`config.mk`:
```
export PLATFORM = sky130hd
export DESIGN_NAME = pc_sequencer
export DESIGN_NICKNAME = d
export VERILOG_FILES = /design/src/rtl/pcseq_pkg.sv /design/src/rtl/pcseq_targets.sv /design/src/rtl/pcseq_resolve.sv /design/src/rtl/pcseq_pcreg.sv /design/src/rtl/pc_sequencer.sv
export SDC_FILE = /design/constraint.sdc
export NUM_CORES = 1
export LEC_CHECK = 0
export CAP_MARGIN = 30
export CORE_MARGIN = 10
export CORE_UTILIZATION = 45
export CTS_CLUSTER_DIAMETER = 150
export CTS_CLUSTER_SIZE = 24
export DETAILED_ROUTE_END_ITERATION = 7
export GPL_ROUTABILITY_DRIVEN = 1
export PLACE_DENSITY = 0.94
export SETUP_SLACK_MARGIN = 0.15
export SLEW_MARGIN = 20
export SYNTH_ARGS = -nofsm -noshare
export SYNTH_HDL_FRONTEND = slang
export SYNTH_SLANG_ARGS = --single-unit
```
`constraint.sdc`:
```
create_clock -name clk -period 4.1 [get_ports clk]
set_clock_uncertainty 0.2 [all_clocks]
set_input_delay 1.025 -clock clk [delete_from_list [all_inputs] [get_ports clk]]
set_output_delay 1.025 -clock clk [all_outputs]
set_load 0.005 [all_outputs]
```
`src/rtl/pcseq_pkg.sv`:
```
package pcseq_pkg;

    localparam int PCW      = 32;
    localparam int DISP_W   = 16;
    localparam int FIELD_W  = 26;
    localparam int ALIGN_W  = 2;
    localparam int REGION_W = PCW - FIELD_W - ALIGN_W;
    localparam int IDX_W    = 5;
    localparam int FLOW_W   = 3;

    typedef logic [PCW-1:0] addr_t;

    typedef enum logic [FLOW_W-1:0] {
        FL_SEQ   = 3'd0,
        FL_BEQ   = 3'd1,
        FL_BNE   = 3'd2,
        FL_JUMP  = 3'd3,
        FL_CALL  = 3'd4,
        FL_IND   = 3'd5,
        FL_RSV6  = 3'd6,
        FL_RSV7  = 3'd7
    } flow_t;

    typedef struct packed {
        addr_t seq;
        addr_t branch;
        addr_t region;
    } targets_t;

    typedef struct packed {
        addr_t next_pc;
        logic  link_hit;
        logic  misalign;
    } decision_t;

    function automatic addr_t scale_disp(input logic [DISP_W-1:0] d);
        addr_t ext;
        ext = {{(PCW-DISP_W){d[DISP_W-1]}}, d};
        return ext << ALIGN_W;
    endfunction

    function automatic addr_t word_clear(input addr_t a);
        return {a[PCW-1:ALIGN_W], {ALIGN_W{1'b0}}};
    endfunction

endpackage

```
`src/rtl/pcseq_targets.sv`:
```
module pcseq_targets
    import pcseq_pkg::*;
(
    input  addr_t               pc_cur,
    input  logic [DISP_W-1:0]   disp,
    input  logic [FIELD_W-1:0]  field,
    output targets_t            tgt
);
    localparam addr_t STEP = addr_t'(1) << ALIGN_W;

    addr_t seq_a;

    always_comb begin
        seq_a      = pc_cur + STEP;
        tgt.seq    = seq_a;
        tgt.branch = seq_a + scale_disp(disp);
        tgt.region = {seq_a[PCW-1 -: REGION_W], field, {ALIGN_W{1'b0}}};
    end
endmodule

```
`src/rtl/pcseq_resolve.sv`:
```
module pcseq_resolve
    import pcseq_pkg::*;
(
    input  flow_t      flow,
    input  logic       eq,
    input  targets_t   tgt,
    input  addr_t      rval,
    output decision_t  dec
);
    logic taken;

    always_comb begin
        taken        = 1'b0;
        dec.next_pc  = tgt.seq;
        dec.link_hit = 1'b0;
        dec.misalign = 1'b0;
        unique case (flow)
            FL_BEQ: begin
                taken = eq;
                if (taken) dec.next_pc = tgt.branch;
            end
            FL_BNE: begin
                taken = !eq;
                if (taken) dec.next_pc = tgt.branch;
            end
            FL_JUMP: dec.next_pc = tgt.region;
            FL_CALL: begin
                dec.next_pc  = tgt.region;
                dec.link_hit = 1'b1;
            end
            FL_IND: begin
                dec.next_pc  = word_clear(rval);
                dec.misalign = |rval[ALIGN_W-1:0];
            end
            default: dec.next_pc = tgt.seq;
        endcase
    end
endmodule

```
`src/rtl/pcseq_pcreg.sv`:
```
module pcseq_pcreg
    import pcseq_pkg::*;
#(
    parameter addr_t RESET_PC = '0
) (
    input  logic  clk,
    input  logic  rst,
    input  addr_t d,
    output addr_t q
);
    always_ff @(posedge clk) begin
        if (rst) q <= RESET_PC;
        else     q <= d;
    end
endmodule

```
`src/rtl/pc_sequencer.sv`:
```
module pc_sequencer
    import pcseq_pkg::*;
#(
    parameter logic [PCW-1:0]   RESET_PC = '0,
    parameter logic [IDX_W-1:0] LINK_REG = 5'd31
) (
    input  logic                 clk,
    input  logic                 rst,
    input  logic [FLOW_W-1:0]    flow_sel,
    input  logic                 cmp_eq,
    input  logic [DISP_W-1:0]    br_disp,
    input  logic [FIELD_W-1:0]   jmp_field,
    input  logic [PCW-1:0]       reg_val,
    output logic [PCW-1:0]       pc,
    output logic [PCW-1:0]       link_val,
    output logic                 link_we,
    output logic [IDX_W-1:0]     link_dst,
    output logic                 misalign
);
    targets_t  tgt;
    decision_t dec;
    addr_t     pc_q;

    pcseq_targets u_tgt (
        .pc_cur (pc_q),
        .disp   (br_disp),
        .field  (jmp_field),
        .tgt    (tgt)
    );

    pcseq_resolve u_res (
        .flow (flow_t'(flow_sel)),
        .eq   (cmp_eq),
        .tgt  (tgt),
        .rval (reg_val),
        .dec  (dec)
    );

    pcseq_pcreg #(.RESET_PC(RESET_PC)) u_pc (
        .clk (clk),
        .rst (rst),
        .d   (dec.next_pc),
        .q   (pc_q)
    );

    assign pc       = pc_q;
    assign link_val = tgt.seq;
    assign link_we  = dec.link_hit && !rst;
    assign link_dst = LINK_REG;
    assign misalign = dec.misalign && !rst;
endmodule

```
== Yosys cells after proc, flatten, opt, wreduce, memory -nomap -nowiden ==
Cells that the tools add are included.

* Register bits: 32
* Latch bits: 0
* Bits in writable memories: 0
* Memory bits (read-only): 0
* Input port bits: 80
* Output and inout bits: 71
* Word-level logic and storage cells: 18
* Memories kept: 0

* Add/sub/neg operators: 2
* Multipliers: 0
* Div/mod/pow operators: 0
* Magnitude comparators: 0
* Equal/unequal tests: 5
* Shift operators: 0
* Mux-type cells: 5
* Bitwise gates (word level): 0
* Reduce and logical (&&, ||, !) cells: 5

{| class="wikitable"
|+ Operators by type and width
! kind !! count
|-
| 32-bit one-hot mux with 4 select lines || 1
|-
| 32-bit 2-to-1 mux || 2
|-
| 32-bit by 3-bit adder with 32-bit output (second input constant) || 1
|-
| 32-bit adder || 1
|-
| 3-bit by 2-bit equality test with 1-bit output (second input constant) || 2
|-
| 3-bit equality test (second input constant) || 2
|-
| 2-bit OR reduction || 2
|-
| 3-bit by 1-bit equality test with 1-bit output (second input constant) || 1
|-
| 1-bit logical AND || 2
|-
| 1-bit 2-to-1 mux || 2
|-
| 1-bit zero test || 1
|}

== Longest topological paths before layout ==
* Word-level depth: 4
* Depth in mapped cells: 16
* Depth with buffers taken out: 15

== By module ==
A second synthesis with hierarchy kept.

* Cell total of the unflattened synthesis: 693
* Area total of the unflattened synthesis: 5639.2 µm²

{| class="wikitable"
|+ Modules (own cells, without submodules)
! module !! times used !! cells each !! area each (µm²) !! seq. area each (µm²)
|-
| pcseq_targets || 1 || 337 || 2441.1 || 0.0
|-
| pcseq_resolve || 1 || 281 || 2280.9 || 0.0
|-
| pcseq_pcreg || 1 || 67 || 863.3 || 640.6
|-
| pc_sequencer || 1 || 8 || 53.8 || 0.0
|}

== Worst setup path after synthesis ==
Ideal clock, no wire load.

* Kind: input to output
* From: in flow_sel[1]
* To: out misalign
* Data arrival time: 2.315 ns
* Required time: 2.875 ns
* Path slack: 0.560 ns
* Cell stages on the path: 6
* Path buffers: 3
* Path through: buf_2 -> and2b_1 -> and2_1 -> clkbuf_1 -> clkbuf_1 -> o211a_1

* Word-level cells in the longest chain between the ends: 3

{| class="wikitable"
|+ Ends and longest elaborated chain
! element !! line !! source
|-
| from (decl) || pc_sequencer.sv:9 || <nowiki>input logic [FLOW_W-1:0] flow_sel,</nowiki>
|-
| 3-bit equality test || pcseq_resolve.sv:17 || <nowiki>unique case (flow)</nowiki>
|-
| 1-bit 2-to-1 mux || pcseq_resolve.sv:17 ||
|-
| 1-bit logical AND || pc_sequencer.sv:50 || <nowiki>assign misalign = dec.misalign && !rst;</nowiki>
|-
| to (decl) || pc_sequencer.sv:18 || <nowiki>output logic misalign</nowiki>
|}

Every way passes these cells.

== Worst setup path in the final report ==
* From: reg u_pc.q[14]
* To: out link_val[26]

* Word-level cells in the longest chain between the ends: 1

{| class="wikitable"
|+ Ends and longest elaborated chain
! element !! line !! source
|-
| from (decl) || pcseq_pcreg.sv:9 || <nowiki>output addr_t q</nowiki>
|-
| from (signal assigned) || pcseq_pcreg.sv:12 || <nowiki>if (rst) q <= RESET_PC;</nowiki>
|-
| from (signal assigned) || pcseq_pcreg.sv:13 || <nowiki>else q <= d;</nowiki>
|-
| 32-bit by 3-bit adder with 32-bit output || pcseq_targets.sv:14 || <nowiki>seq_a = pc_cur + STEP;</nowiki>
|-
| to (decl) || pc_sequencer.sv:15 || <nowiki>output logic [PCW-1:0] link_val,</nowiki>
|}

Every way passes these cells.

==> metrics.csv <==
stage;metric;value;unit
yosys;ys_seq_elements;30;
cells_and_area;area_growth;47.05;%
cells_and_area;num_antenna_cells;0;
yosys;netlist_instances;495;
grt;first_global_vias;4565;
clock_network;hold_buffers;0;
yosys;synth_top_area_cell;dfxtp_1;
routing;drtPass1Iterations;6;
placed_design;placed_cell_area;5360;um^2
clock_network;cts_buffers;5;
cells_and_area;stdcell_count;749;
timing;period_share;94.04;%
min_path;hold_depth;3;
routing;via_count;4747;
yosys;synthFlopType;dfxtp_1;
worst_setup_path;r2r-start;u_pc.q[2];
placed_design;dp.cells;735;
cells_and_area;final_core_utilization;68.05;%
worst_setup_path;reg2reg_to;u_pc.q[31];
yosys;synth_seq_area_share;15.79;%
worst_setup_path;cp-end-kind;primary output;
routing;post_drt_wl_per_cell;21.13;um
yosys;syn-cell-area;3802;um^2
placed_design;place_hpwl;12.27;mm
min_path;hp-start;u_pc.q[2];
cells_and_area;fill_cells;655;
worst_setup_path;rr_worst_depth;15;
worst_setup_path;crit_arrival;2.63;ns
yosys;postSynthAreaPerCell;7.682;um^2
cells_and_area;fin_area;5592;um^2
routing;post-route-drc-count;0;
placed_design;finalWeightedCongestion;0.9840;
power_and_ir_drop;vdd_drop_max;0.0001199;V
die;ioPinCount;151;
timing;setup_viol;0;
timing;setup_slack;0.2443;ns
clock_network;cts_root_buf;clkbuf_8;
die;fp.dieArea;12530;um^2
routing;routed_wl;15.82;mm
yosys;synth_edf_count;0;
clock_network;cts.sinks;30;
die;std_cell_rows;33;
cells_and_area;drive_gt1_share;11.49;%
timing;setup_tns;0;ns
yosys;synth_async_sr_flop_share;0;%
min_path;min_to;u_pc.q[2];
cells_and_area;regArea;605.6;um^2
yosys;synth.area.top_cells;dfxtp_1 (16%), ha_1 (12%), a21oi_1 (7.1%);
clock_network;clkTransAtPathRegs;0.07;ns
routing;vias_per_cell;6.338;
worst_setup_path;required;2.87;ns
timing;slew_viol_final;0;
worst_setup_path;critPathKind;reg -> out;
cells_and_area;multiInputGateArea;3092;um^2
timing;grt_setup_unrepaired;yes;
power_and_ir_drop;powerDensity;237.8;nW/um^2
placed_design;numPortBuffers;141;
yosys;synth.distinct_cells;69;
timing;period_needed;3.856;ns
cells_and_area;largest_reg_flops;30;
grt;grt_max_degree;35;
status;outcome;complete, no violations;
clock_network;cts_tree;done;
timing;max_freq;0.2594;GHz
die;fp.dieW;111.9;um
die;start_util;46.28;%
clock_network;clock_path_buffers;2;
grt;grt_pass1_wl;24.16;mm
clock_network;cts.htree.levels;2;
worst_setup_path;path_max_fanout;5;
routing;dr.first_iter.drc_count;550;
yosys;yosys_warnings;0;
grt;track_usage;23.01;%
flow_run;cap_violations;0;
worst_setup_path;cp-start-kind;register;
routing;ant_nets;0;
worst_setup_path;rrSetupSlack;0.26;ns
placed_design;dp_slack;0.03615;ns
cells_and_area;largest-register;u_pc.q;
clock_network;insertion_delay;0.29;ns
die;die_y;111.9;um
die;core-area;8217;um^2
cells_and_area;finalNetCount;759;
yosys;yosysTopAreaCellShare;15.79;%
grt;grt_antenna_before_repair;0;
timing;finalHoldViolCount;0;
min_path;hp-class;reg -> reg;
power_and_ir_drop;leakagePower;0.002380;uW
cells_and_area;top_regs;u_pc.q (30);
grt;gr-total-overflow;0;
## timing repair
action / CTS / global route
endpoints found under the hold margin: 0 / 0
setup buffers: 0 / 6
pin swaps: 0 / 4
endpoints found under the setup margin: 1 / 17
resized for setup: 1 / 21
## synth_stat cells, drive strengths merged, types with 10 or more instances
cell type	number
buf	19
ha	35
a21o	16
clkbuf	13
nor2	33
xnor2	30
and3	11
inv	16
dfxtp	30
a21oi	54
xor2	17
nand3	14
o21ai	19
a222oi	21
nand4	10
nand2	54
## stage by stage
stage / total power, uW / hold slack, ns
6_report: 1330 / 0.5138
3_3_place_gp: 1006 / 0.4417
2_1_floorplan: 724.5 / 0.4244
3_5_place_dp: 1026 / 0.4691
5_1_grt: 1390 / 0.5447
4_1_cts: 1293 / 0.4789
## cell families (layout without fill, tap and decap cells)
kind of cell               Yosys count  in the layout  synth area share (%)
AOI/OAI and AO/OA                  173            173                 32.18
and+or+nand+nor                    156            156                 21.46
buffers and inverters               48            190                 6.153
xor gates and xnor gates            47             47                 11.32
adders and majority gates           36             36                 12.04
DFF                                 30             30                 15.79
muxes                                3              3                0.8555
other                                2              9                0.1975
## how the worst max path moves through the flow
| stage | startpoint | end | slack [ns] |
|---|---|---|---|
| after detailed placement | br_disp[0] | u_pc.q[26] | 0.04 |
| final | u_pc.q[14] | link_val[26] | 0.24 |
| after global placement | br_disp[0] | u_pc.q[26] | 0.12 |
| after CTS | u_pc.q[13] | link_val[23] | 0.17 |
| after global routing | u_pc.q[2] | u_pc.q[31] | 0.07 |
| after floorplan | flow_sel[1] | misalign | 0.56 |
## cell usage in the layout (no fill, tap or decap), types with 21 or more instances in the layout
cell	count
nand2_1	53
ha_1	33
buf_4	24
dfxtp_1	26
nor2_1	31
a222oi_1	21
xnor2_1	24
a21oi_1	51
clkdlybuf4s50_1	141
## cell type report
cell class,count,area share [%]
Clock inverter,1,0.08951
Timing Repair Buffer,166,28.82
Clock buffer,7,1.544
Inverter,16,1.074
Sequential cell,30,10.83
Tap cell,105,2.350
Multi-Input combinational cell,424,55.29
## per-layer routing
metal / share of wire [%] / wire (um) / track usage (%)
met1: 41 / 6448 / 28.79
met2: 48 / 7547 / 38.77
met3: 8.6 / 1358 / 3.489
met4: 3.0 / 469 / 8.398
met5: 0 / 0 / 0
## where the power goes
| group | switching (uW) | internal [uW] |
|---|---|---|
| Sequential | 40.4 | 318 |
| Combinational | 344 | 358 |
| Clock | 135 | 136 |
| Total | 519 | 811 |
## worst max-delay path, cell delays in order, from the launching register on
cell and delay [ns]:
dfxtp_1 0.42, and4_4 0.31, nand4_4 0.14, or3_4 0.43
nor2_1 0.13, xor2_1 0.33, clkdlybuf4s50_1 0.58
(Power assumes the default switching activity.)
